--- src/rtl/cfg_window_regs.sv ---
module cfg_window_regs #(
  parameter int IDX_W = 3,
  parameter int DW = 8,
  parameter int IDX_MODE = 0,
  parameter int IDX_LO = 1,
  parameter int IDX_HI = 2,
  parameter int IDX_OWN = 3,
  parameter int IDX_TMO = 4,
  parameter int IDX_RST = 6,
  parameter logic [7:0] KEY_A = 8'hA5,
  parameter logic [7:0] KEY_B = 8'h5A,
  parameter logic [7:0] DEF_MODE = 8'h00,
  parameter logic [7:0] DEF_LO = 8'h9D,
  parameter logic [7:0] DEF_HI = 8'h86,
  parameter logic [7:0] DEF_OWN = 8'hE0,
  parameter logic [7:0] DEF_TMO = 8'hFF
) (
  input  logic          clk,
  input  logic          rst_n,
  input  logic          host_wr,
  input  logic [1:0]    host_addr,
  input  logic [DW-1:0] host_wdata,
  output logic [DW-1:0] host_rdata,
  output logic [DW-1:0] cfg_mode,
  output logic [DW-1:0] cfg_scl_lo,
  output logic [DW-1:0] cfg_scl_hi,
  output logic [DW-1:0] cfg_own_addr,
  output logic [DW-1:0] cfg_timeout,
  output logic          soft_rst_o
);
  localparam logic [1:0] A_PTR = 2'd0;
  localparam logic [1:0] A_WIN = 2'd1;

  logic [IDX_W-1:0] ptr;
  logic             key_half;
  logic [DW-1:0]    win_rd;

  wire ptr_wr  = host_wr && host_addr == A_PTR;
  wire win_wr  = host_wr && host_addr == A_WIN;
  wire at_rst  = ptr == IDX_W'(IDX_RST);
  wire key_ok  = win_wr && at_rst && key_half && host_wdata == DW'(KEY_B);

  always_ff @(posedge clk or negedge rst_n) begin
    if (!rst_n) begin
      ptr <= '0;
      cfg_mode <= DEF_MODE;
      cfg_scl_lo <= DEF_LO;
      cfg_scl_hi <= DEF_HI;
      cfg_own_addr <= DEF_OWN;
      cfg_timeout <= DEF_TMO;
    end else if (soft_rst_o) begin
      ptr <= '0;
      cfg_mode <= DEF_MODE;
      cfg_scl_lo <= DEF_LO;
      cfg_scl_hi <= DEF_HI;
      cfg_own_addr <= DEF_OWN;
      cfg_timeout <= DEF_TMO;
    end else if (ptr_wr) begin
      ptr <= host_wdata[IDX_W-1:0];
    end else if (win_wr) begin
      if (ptr == IDX_W'(IDX_MODE)) cfg_mode <= host_wdata;
      if (ptr == IDX_W'(IDX_LO))   cfg_scl_lo <= host_wdata;
      if (ptr == IDX_W'(IDX_HI))   cfg_scl_hi <= host_wdata;
      if (ptr == IDX_W'(IDX_OWN))  cfg_own_addr <= host_wdata;
      if (ptr == IDX_W'(IDX_TMO))  cfg_timeout <= host_wdata;
    end
  end

  always_ff @(posedge clk or negedge rst_n) begin
    if (!rst_n) begin
      key_half <= 1'b0;
      soft_rst_o <= 1'b0;
    end else if (soft_rst_o) begin
      key_half <= 1'b0;
      soft_rst_o <= 1'b0;
    end else begin
      soft_rst_o <= key_ok;
      if (win_wr)
        key_half <= at_rst && !key_half && host_wdata == DW'(KEY_A);
    end
  end

  always_comb begin
    win_rd = '0;
    if (ptr == IDX_W'(IDX_MODE)) win_rd = cfg_mode;
    if (ptr == IDX_W'(IDX_LO))   win_rd = cfg_scl_lo;
    if (ptr == IDX_W'(IDX_HI))   win_rd = cfg_scl_hi;
    if (ptr == IDX_W'(IDX_OWN))  win_rd = cfg_own_addr;
    if (ptr == IDX_W'(IDX_TMO))  win_rd = cfg_timeout;
  end

  assign host_rdata = host_addr == A_PTR ? DW'(ptr) :
                      host_addr == A_WIN ? win_rd : '0;

  p_pulse_one_r5: assert property (@(posedge clk) disable iff (!rst_n)
    soft_rst_o |=> !soft_rst_o);

  p_pulse_cause_r5: assert property (@(posedge clk) disable iff (!rst_n)
    $rose(soft_rst_o) |-> $past(win_wr && at_rst && host_wdata == DW'(KEY_B)));

  p_defaults_r6: assert property (@(posedge clk) disable iff (!rst_n)
    soft_rst_o |=> (cfg_mode == DEF_MODE && cfg_scl_lo == DEF_LO &&
                    cfg_scl_hi == DEF_HI && cfg_own_addr == DEF_OWN &&
                    cfg_timeout == DEF_TMO && ptr == '0));

  p_ptr_hold_r8: assert property (@(posedge clk) disable iff (!rst_n)
    (!ptr_wr && !soft_rst_o) |=> $stable(ptr));

  p_cfg_hold_r10: assert property (@(posedge clk) disable iff (!rst_n)
    (!win_wr && !soft_rst_o) |=> ($stable(cfg_mode) && $stable(cfg_scl_lo) &&
      $stable(cfg_scl_hi) && $stable(cfg_own_addr) && $stable(cfg_timeout)));
endmodule

--- config.mk ---
export PLATFORM = sky130hd
export DESIGN_NAME = cfg_window_regs
export DESIGN_NICKNAME = d
export VERILOG_FILES = /design/src/rtl/cfg_window_regs.sv
export SDC_FILE = /design/constraint.sdc
export NUM_CORES = 1
export LEC_CHECK = 0
export BUFFER_PORTS_ARGS = -buffer_cell sky130_fd_sc_hd__clkbuf_2
export CAP_MARGIN = 15
export CORE_MARGIN = 1.5
export CORE_UTILIZATION = 52
export DETAILED_ROUTE_END_ITERATION = 10
export HOLD_SLACK_MARGIN = 0.06
export PLACE_DENSITY = 0.88
export SLEW_MARGIN = 20
export SYNTH_ARGS = -nofsm -noshare
export SYNTH_HDL_FRONTEND = slang
export SYNTH_SLANG_ARGS = --single-unit
--- constraint.sdc ---
create_clock -name clk -period 2.3 [get_ports clk]
set_input_delay 0.115 -clock clk [delete_from_list [all_inputs] [get_ports clk]]
set_output_delay 0.115 -clock clk [all_outputs]
set_load 0.01 [all_outputs]
# Word-level counts from Yosys, hierarchy flattened
# Cells that the tools add are included.
dict set report op_classes {
  eq_ne 9
  mux 32
  reduce_logical 22
}
# op n
set op_table {}
lappend op_table {{8-bit two-way mux} 27}
lappend op_table {{3-bit AND reduction} 5}
lappend op_table {{2-bit nonzero test} 7}
lappend op_table {{8-bit by 7-bit == test with 1-bit output, second input constant} 1}
lappend op_table {{8-bit == test, second input constant} 1}
lappend op_table {{1-bit logical AND} 7}
lappend op_table {{3-bit by 2-bit == test with 1-bit output, second input constant} 2}
lappend op_table {{3-bit == test, second input constant} 2}
lappend op_table {{3-bit two-way mux} 2}
lappend op_table {{3-bit by 1-bit == test with 1-bit output, second input constant} 1}
lappend op_table {{3-bit zero test} 1}
lappend op_table {{1-bit two-way mux} 3}
lappend op_table {{2-bit by 1-bit == test with 1-bit output, second input constant} 1}
lappend op_table {{2-bit zero test} 1}
lappend op_table {{2-bit inequality test, second input constant} 1}
lappend op_table {{1-bit zero test} 1}
dict set report totals {
  register_bits 45
  in_bits 13
  elab_cells 71
}

# Depth between registers and ports, before layout
# Gate-level depths: netlist of the first run.
dict set report logic_depth {
  word_depth 8
  mapped_depth 7
  mapped_depth_nobuf 4
}

# Least setup slack after synthesis of the first run
# OpenSTA, ideal clock, no wires.
dict set report synth_timing {
  path_kind {register to register}
  from {register ptr[1]}
  to {register cfg_timeout[5]}
  arrival_ns 1.627
  slack_ns 0.591
  stages_incl_launch_ff 7
  n_path_buf 2
  synth_period_minus_slack_ns 1.709
  cell_sequence {dfrtp_1 > buf_6 > or3b_4 > nor3_4 > buf_6 > nor2b_1 > a211o_1}
}
dict set report synth_via {
  elab_chain_len 3
}
# item line
set synth_lines {}
lappend synth_lines {{start, declared} 34} ;# logic [IDX_W-1:0] ptr;
lappend synth_lines {{start signal, assigned} 59} ;# ptr <= host_wdata[IDX_W-1:0];
lappend synth_lines {{3-bit == test} 65} ;# if (ptr == IDX_W'(IDX_TMO)) cfg_timeout <= host_wdata;
lappend synth_lines {{2-bit nonzero test (no line)} --}
lappend synth_lines {{3-bit AND reduction (no line)} --}
lappend synth_lines {{end signal, assigned} 65}
lappend synth_lines {{end, declared} 28} ;# output logic [DW-1:0] cfg_timeout,
# Every way passes these cells.
# A chain may end at the register's enable or synchronous reset.

# Final worst setup path of the first run
dict set report layout_timing {
  from {register ptr[2]}
  to {output host_rdata[5]}
}
dict set report layout_via {
  elab_chain_len 8
  elab_cells_between_ends 12
}
# item line
set layout_lines {}
lappend layout_lines {{3-bit zero test} 85} ;# if (ptr == IDX_W'(IDX_MODE)) win_rd = cfg_mode;
lappend layout_lines {{8-bit two-way mux} 85}
lappend layout_lines {{8-bit two-way mux} 86} ;# if (ptr == IDX_W'(IDX_LO)) win_rd = cfg_scl_lo;
lappend layout_lines {{8-bit two-way mux} 87} ;# if (ptr == IDX_W'(IDX_HI)) win_rd = cfg_scl_hi;
lappend layout_lines {{8-bit two-way mux} 88} ;# if (ptr == IDX_W'(IDX_OWN)) win_rd = cfg_own_addr;
lappend layout_lines {{8-bit two-way mux (*)} 89} ;# if (ptr == IDX_W'(IDX_TMO)) win_rd = cfg_timeout;
lappend layout_lines {{8-bit two-way mux (*)} 93} ;# host_addr == A_WIN ? win_rd : '0;
lappend layout_lines {{8-bit two-way mux (*)} 92} ;# assign host_rdata = host_addr == A_PTR ? DW'(ptr) :
lappend layout_lines {{end, declared} 23} ;# output logic [DW-1:0] host_rdata,
# Mark *: on every way between the ends. The rest lies on a longest branch, timed or not.

==> metrics.log, run 1 <==
[metrics] cell accounting for the most synthesized area: sky130_fd_sc_hd__dfrtp_1
[metrics] layout overhead on the synthesized area: 17.8%
[metrics] total of buffers placed on input and output ports: 61
[metrics] ANT cells: 0
[metrics] All-Layer GR Usage: 0.255
[metrics] root buffer cell: sky130_fd_sc_hd__clkbuf_8
[metrics] maximum clock frequency: 0.484 GHz
[metrics] latest clock arrival within the worst-skew pair: 300 ps
[metrics] min-delay worst type: in -> reg
[metrics] FF+latch count, synth: 45
[metrics] crit path time final: 2070 ps
[metrics] Synth Area in Compound Gates: 0.127
[metrics] Top Ports: 62
[metrics] number of filler instances in the final layout: 352
[metrics] critical path's largest stage delay: 510 ps
[metrics] Post-Syn Nets: 237
[metrics] count of synthesis-stage warnings from yosys: 0
[metrics] average cell area after synthesis: 10.5 um^2
[metrics] number of synthesized flops with an enable pin: 0
[metrics] Remaining DRCs: 0
[metrics] vias in the first global route: 1899
[metrics] cts bufs inserted: 5
[metrics] Crit. End Element: output pin
[metrics] Max Cap Violations: 0
[metrics] required time at the endpoint of the critical path: 2180 ps
[metrics] Clock Tree Buf Depth: 2
[metrics] total number of clock tree sinks: 45
[metrics] die span in x: 70.2 um
[metrics] measured slew at the worst slew-check pin: 910 ps
[metrics] CTS tree: built
[metrics] slowest CP cell: sky130_fd_sc_hd__dfrtp_1
[metrics] most used flip-flop cell after synthesis: sky130_fd_sc_hd__dfrtp_1
[metrics] Clock Pin Slew Worst Setup and Hold Paths: 70 ps
[metrics] routed via count divided by cell count: 6.00
[metrics] Core Box Area: 0.00435 mm^2
[metrics] critical-path cell list: or3b_4, nor2_1, a22o_1, clkbuf_2
[metrics] die height: 70.2 um
[metrics] run status: complete, no violations
[metrics] CP Class: reg -> out
[metrics] residual antenna-violating net count after detailed routing: 0
[metrics] Worst Path Buf+Inv: 1
[metrics] Post-synth top cells: 31 x sky130_fd_sc_hd__nor2_1, 26 x sky130_fd_sc_hd__dfrtp_1, 19 x sky130_fd_sc_hd__dfstp_2, 17 x sky130_fd_sc_hd__a21oi_1, 16 x sky130_fd_sc_hd__mux2i_1
[metrics] setup repair after global routing missed its margin: false
[metrics] starting density of the core: 0.540
[metrics] RePlAce Congestion: 0.853
[metrics] share of flip-flops with an asynchronous set or reset after synthesis: 1.00
[metrics] post-synthesis share of cell area spent on and, or, nand and nor gates: 0.194
[metrics] antenna violations before repair: 0
[metrics] overall overflow remaining after global route: 0
[metrics] multiplexer share of the synthesized area: 0.140
[metrics] final worst clock skew: 11.6 ps
[metrics] first-pass GRT wire length: 9790 um
[metrics] total number of vias: 2009
[metrics] final hold vios: 0
[metrics] post-synthesis xor/xnor area fraction: 0
[metrics] routed length per placed instance: 17.8 um
[metrics] share of layout cells above drive strength 1: 0.371
[metrics] # setup viols final: 0
[metrics] top cell family by delay on the critical path: simple AND/OR/NAND/NOR gates
[metrics] placement row count: 24
[metrics] Post-Syn Instances: 224
[metrics] unique cell type count in the Yosys netlist: 33
[metrics] Slew headroom: 0.393
[metrics] combined flip-flop and latch cell area: 0.00115 mm^2
[metrics] share of Yosys cell area claimed by the top area cell type: 0.277
[metrics] P_leak: 1.45 nW
[metrics] power per cell area: 1110 mW/mm^2
[metrics] signal arrival time at the worst endpoint: 1950 ps
[metrics] fin. max-slew vios: 0
[metrics] Period Utilization, post-route: 0.899
[metrics] post-DP HPWL: 4140 um
[metrics] Multi-input gate area: 0.00108 mm^2
[metrics] fraction of the yosys area taken by sequential cells: 0.489
[metrics] most common cell in the netlist: sky130_fd_sc_hd__nor2_1
[metrics] sum of routed wire length over all layers: 5980 um
[metrics] Worst Setup Start Kind: flip-flop
[metrics] number of search-and-repair iterations in the first detailed-routing pass: 4
[metrics] Worst Path Max Fanout: 10
[metrics] number of nets in the finished design: 295
[metrics] H-tree Lvls: 2
[metrics] largest net degree at the start of global routing: 42
[metrics] Detailed Route Iter0 Violations: 232
[metrics] worst vdd ir: 0.531 mV
[metrics] main area contributors after synthesis: sky130_fd_sc_hd__dfrtp_1 28%, sky130_fd_sc_hd__dfstp_2 21%, sky130_fd_sc_hd__mux2i_1 6.8%
[metrics] Hold Worst Slack: 110 ps
[metrics] area enclosed by the die boundary: 0.00493 mm^2
[metrics] setup tns final: 0 ps
[metrics] combinational family with the most area after synthesis: simple AND/OR/NAND/NOR gates
[metrics] summed instance area of the synthesized netlist: 0.00235 mm^2
[metrics] post-synthesis adder-cell area fraction: 0
-- per-layer routing --
| metal | share of wire | vias to the layer above | wire length, um | global-route usage |
|---|---|---|---|---|
| li1 | - | 913 | - | - |
| met2 | 0.48 | 94 | 2840 | 0.384 |
| met1 | 0.42 | 988 | 2540 | 0.371 |
| met4 | 0.020 | 0 | 117 | 0.0876 |
| met3 | 0.080 | 14 | 480 | 0.0519 |
| met5 | 0 | - | 0 | 0 |
-- tightest hold or removal path: cells and delay by family --
| family | cells | cell delay (ps) |
|---|---|---|
| buffers and inverters | 1 | 120 |
| AND/OR/NAND/NOR | 2 | 140 |
-- cell families (layout without fill, tap and decap cells) --
kind of cell / Yosys count / count (layout)
buf+inv: 23 / 82
compound gates: 43 / 43
simple gates: 89 / 89
flops: 45 / 45
mux: 24 / 24
-- layout by cell type, fill, tap and decap left out, types with 3 or more instances in the layout --
cell type and n:
sky130_fd_sc_hd__dfstp_2 19, sky130_fd_sc_hd__nand3b_1 3, sky130_fd_sc_hd__nor4b_1 3, sky130_fd_sc_hd__buf_4 7, sky130_fd_sc_hd__a21oi_1 17, sky130_fd_sc_hd__nand2b_1 4, sky130_fd_sc_hd__a211o_1 13, sky130_fd_sc_hd__inv_1 5
sky130_fd_sc_hd__nor2b_1 9, sky130_fd_sc_hd__clkbuf_8 5, sky130_fd_sc_hd__mux2i_1 16, sky130_fd_sc_hd__nand3_1 12, sky130_fd_sc_hd__nor3_1 7, sky130_fd_sc_hd__a22o_1 5, sky130_fd_sc_hd__dfrtp_1 26, sky130_fd_sc_hd__o21ai_0 3
sky130_fd_sc_hd__clkbuf_2 60, sky130_fd_sc_hd__nand2_1 14, sky130_fd_sc_hd__nor2_1 31, sky130_fd_sc_hd__mux4_2 7
-- final cells by class --
type | instances | area share
Clock buffer | 7 | 0.0276
Timing Repair Buffer | 69 | 0.133
Tap cell | 52 | 0.0235
Clock inverter | 1 | 0.00316
Sequential cell | 45 | 0.415
Multi-Input combinational cell | 156 | 0.391
Inverter | 5 | 0.00678
-- sequential cells by signal, indices dropped and copies added, names as in the netlist --
name,cells
cfg_mode,8
cfg_own_addr,8
cfg_scl_hi,8
cfg_scl_lo,8
cfg_timeout,8
key_half,1
ptr,3
soft_rst_o,1
-- metrics by stage --
stage | std cells | util | instance area [um^2] | total power [mW] | setup WS (ps)
after global routing | 335 | 0.636 | 2770 | 3.27 | 126
after CTS | 335 | 0.636 | 2770 | 3.09 | 225
after global placement | 326 | 0.614 | 2680 | 2.55 | 408
final | 335 | 0.636 | 2770 | 3.07 | 232
after detailed placement | 326 | 0.614 | 2680 | 2.60 | 359
after floorplan | 224 | - | 2350 | 2.10 | 591
-- repair_timing --
| item | 4_1_cts | 5_1_grt |
|---|---|---|
| gates resized for setup | 0 | 0 |
| hold buffers | 1 | 0 |
| buffers inserted | 0 | 0 |
| endpoints found under the hold margin | 26 | 0 |
-- worst paths after layout --
kind                                              from                     endpoint  slack (ps)  cells past startpoint
setup / recovery                    ptr[2]$_DFFE_PN0P_                host_rdata[5]         230                      4
hold / removal                                 host_wr         soft_rst_o$_DFF_PN0_         110                      3
setup reg to reg                    ptr[2]$_DFFE_PN0P_    cfg_scl_hi[2]$_DFFE_PN1P_         310                      3
hold reg to reg            cfg_own_addr[7]$_DFFE_PN1P_  cfg_own_addr[7]$_DFFE_PN1P_         530                      2
max in group asynchronous                        rst_n   cfg_timeout[6]$_DFFE_PN1P_        1100                      3
min in group asynchronous                        rst_n  cfg_own_addr[1]$_DFFE_PN0P_         490                      2
-- power by group --
group | internal (mW) | switching, mW
combinational | 0.574 | 0.588
clock | 0.217 | 0.264
sequential | 1.18 | 0.252
total | 1.97 | 1.10
Note: power is estimated with default switching activity, not from simulation.
==> run 2: changes to the inputs <==
--- a/config.mk
+++ b/config.mk
@@ -7,12 +7,14 @@
 export LEC_CHECK = 0
 export BUFFER_PORTS_ARGS = -buffer_cell sky130_fd_sc_hd__clkbuf_2
 export CAP_MARGIN = 15
+export CELL_PAD_IN_SITES_DETAIL_PLACEMENT = 0
+export CELL_PAD_IN_SITES_GLOBAL_PLACEMENT = 1
 export CORE_MARGIN = 1.5
-export CORE_UTILIZATION = 52
+export CORE_UTILIZATION = 40
 export DETAILED_ROUTE_END_ITERATION = 10
 export HOLD_SLACK_MARGIN = 0.06
 export PLACE_DENSITY = 0.88
-export SLEW_MARGIN = 20
+export SLEW_MARGIN = 25
 export SYNTH_ARGS = -nofsm -noshare
 export SYNTH_HDL_FRONTEND = slang
 export SYNTH_SLANG_ARGS = --single-unit
==> run 2 against run 1 <==
  * Sequential power about the same
  * Cell count grew 7.8%
  * Clock skew fell by 4.7 ps
  * Clock-buffer cell count down 2
  * Via count down 1.0%
  * Final area up 4.3%
  * Global-route usage fell by 4.7 points
  * Die area increased by 29%
  * Flip-flop and latch count did not move
  * Total power is 7.0% higher
  * Non-clock buffer count up 6
==> metrics.log, run 2 (synthesis gave the netlist of run 1 again) <==
[metrics] top cell family by delay on the critical path: simple AND/OR/NAND/NOR gates
[metrics] RePlAce Congestion: 0.783
[metrics] largest net degree at the start of global routing: 46
[metrics] Worst Path Max Fanout: 10
[metrics] signal arrival time at the worst endpoint: 1990 ps
[metrics] area enclosed by the die boundary: 0.00635 mm^2
[metrics] leading cell type in the layout, fill and taps excluded: sky130_fd_sc_hd__clkbuf_2
[metrics] Crit. End Element: output pin
[metrics] placement row count: 27
[metrics] routed via count divided by cell count: 5.51
[metrics] share of layout cells above drive strength 1: 0.391
[metrics] first-pass GRT wire length: 10000 um
[metrics] critical-path cell list: or3b_4, nor2_1, buf_4, a22o_1, clkbuf_2
[metrics] run status: complete, no violations
[metrics] slowest CP cell: sky130_fd_sc_hd__dfrtp_1
[metrics] ANT cells: 0
[metrics] Top Ports: 62
[metrics] Multi-input gate area: 0.00108 mm^2
[metrics] P_sw: 1.10 mW
[metrics] routed length per placed instance: 17.6 um
[metrics] Slew headroom: 0.576
[metrics] antenna violations before repair: 0
[metrics] combined flip-flop and latch cell area: 0.00115 mm^2
[metrics] starting density of the core: 0.422
[metrics] min-delay worst type: in -> reg
[metrics] number of nets in the finished design: 301
[metrics] sum of routed wire length over all layers: 6350 um
[metrics] grt met3 use: 0.0389
[metrics] required time at the endpoint of the critical path: 2180 ps
[metrics] overall overflow remaining after global route: 0
[metrics] number of filler instances in the final layout: 522
[metrics] switching power as a share of total power: 0.335
[metrics] share of the core filled with cells in the final layout: 0.518
[metrics] CTS tree: built
[metrics] most used cells in the layout excluding fill and tap cells: 61 x sky130_fd_sc_hd__clkbuf_2, 31 x sky130_fd_sc_hd__nor2_1, 26 x sky130_fd_sc_hd__dfrtp_1, 19 x sky130_fd_sc_hd__dfstp_2, 17 x sky130_fd_sc_hd__a21oi_1
[metrics] cts bufs inserted: 5
[metrics] Int Power: 2.19 mW
[metrics] Worst Path Buf+Inv: 2
[metrics] number of search-and-repair iterations in the first detailed-routing pass: 4
[metrics] root buffer cell: sky130_fd_sc_hd__clkbuf_8
[metrics] All-Layer GR Usage: 0.208
[metrics] die span in x: 79.7 um
[metrics] die height: 79.7 um
[metrics] setup repair after global routing missed its margin: false
[metrics] H-tree Lvls: 2
[metrics] critical path's largest stage delay: 490 ps
[metrics] power share of the clock group: 0.217
[metrics] hold-fix buffers at CTS: 1
[metrics] final setup slack of the worst path: 195 ps
[metrics] DP Worst Slack: 522 ps
[metrics] sequential fraction of design power: 0.432
[metrics] worst vdd ir: 0.464 mV
[metrics] Max Cap Violations: 0
[metrics] total number of clock tree sinks: 45
[metrics] total of buffers placed on input and output ports: 61
[metrics] power per cell area: 1140 mW/mm^2
[metrics] setup tns final: 0 ps
[metrics] P_leak: 1.51 nW
[metrics] Clock Tree Buf Depth: 2
[metrics] most congested layer reported by global routing: met2
[metrics] Detailed Route Iter0 Violations: 137
[metrics] final worst clock skew: 6.97 ps
[metrics] crit path time final: 2110 ps
[metrics] post-CTS resize count: 0
[metrics] Remaining DRCs: 0
[metrics] post-CTS setup buffer count: 0
[metrics] met1 routing resource usage after global routing: 0.304
[metrics] fin. max-slew vios: 0
[metrics] post-DP HPWL: 4310 um
[metrics] measured slew at the worst slew-check pin: 635 ps
[metrics] final hold vios: 0
[metrics] layout overhead on the synthesized area: 22.9%
[metrics] total number of vias: 1988
[metrics] proportion of power drawn by combinational gates: 0.351
[metrics] latest clock arrival within the worst-skew pair: 300 ps
[metrics] maximum clock frequency: 0.475 GHz
[metrics] residual antenna-violating net count after detailed routing: 0
[metrics] total power after layout: 3.29 mW
[metrics] CP Class: reg -> out
[metrics] Period Utilization, post-route: 0.915
[metrics] Worst Setup Start Kind: flip-flop
[metrics] # setup viols final: 0
[metrics] vias in the first global route: 1882
[metrics] global-route met2 utilization: 0.316
[metrics] Clock Pin Slew Worst Setup and Hold Paths: 90 ps
[metrics] Core Box Area: 0.00557 mm^2
run 2: cell types whose count changed in the layout (fill, tap and decap cells not counted):
cell	delta
sky130_fd_sc_hd__clkinv_2	+1
sky130_fd_sc_hd__bufinv_16	+2
sky130_fd_sc_hd__clkinv_4	-1
sky130_fd_sc_hd__buf_4	+6
sky130_fd_sc_hd__clkbuf_1	-2
sky130_fd_sc_hd__clkbuf_2	+1
sky130_fd_sc_hd__buf_2	-1
run 2: layout make-up:
type | count | area share
clock inverters | 3 | 0.0225
clock buffers | 5 | 0.0238
well taps | 72 | 0.0312
inverters | 5 | 0.00650
multi-input cells | 156 | 0.375
repair buffers | 75 | 0.143
flip-flops and latches | 45 | 0.398
run 2: through the flow:
| stage | hold WS (ps) | instances | instance area, um^2 |
|---|---|---|---|
| 6_report | 84.9 | 361 | 2890 |
| 5_1_grt | 80.9 | 361 | 2890 |
| 4_1_cts | 71.6 | 361 | 2890 |
| 3_5_place_dp | 234 | 352 | 2750 |
| 3_3_place_gp | 233 | 352 | 2750 |
| 2_1_floorplan | -181 | 224 | 2350 |
run 2: final timing paths:
kind	slack [ps]	endpoint	cells past startpoint	from
worst max-delay path	190	host_rdata[4]	5	ptr[2]$_DFFE_PN0P_
worst min-delay path	80	soft_rst_o$_DFF_PN0_	3	host_wr
worst max register to register	510	cfg_scl_hi[7]$_DFFE_PN1P_	3	ptr[2]$_DFFE_PN0P_
worst min register to register	520	cfg_own_addr[7]$_DFFE_PN1P_	2	cfg_own_addr[7]$_DFFE_PN1P_
max in group asynchronous	1470	cfg_timeout[4]$_DFFE_PN1P_	3	rst_n
min in group asynchronous	430	cfg_own_addr[2]$_DFFE_PN0P_	3	rst_n
run 2: per-layer routing:
| metal | wire length [um] | part of all wire |
|---|---|---|
| met5 | 0 | 0 |
| met4 | 79 | 0.012 |
| met3 | 298 | 0.047 |
| met2 | 3000 | 0.47 |
| met1 | 2970 | 0.47 |
run 2: power groups by stage:
stage | registers (mW) | logic [mW] | clock network (mW)
2_1_floorplan | 1.51 | 0.588 | 0
3_3_place_gp | 1.43 | 1.13 | 0
3_5_place_dp | 1.43 | 1.16 | 0
4_1_cts | 1.42 | 1.17 | 0.729
5_1_grt | 1.47 | 1.25 | 0.761
6_report | 1.42 | 1.15 | 0.713
run 2: tightest hold or removal path, cell delays in order:
cell	delay, ps
sky130_fd_sc_hd__clkbuf_2	120
sky130_fd_sc_hd__nand3_1	70
sky130_fd_sc_hd__nor4_1	50
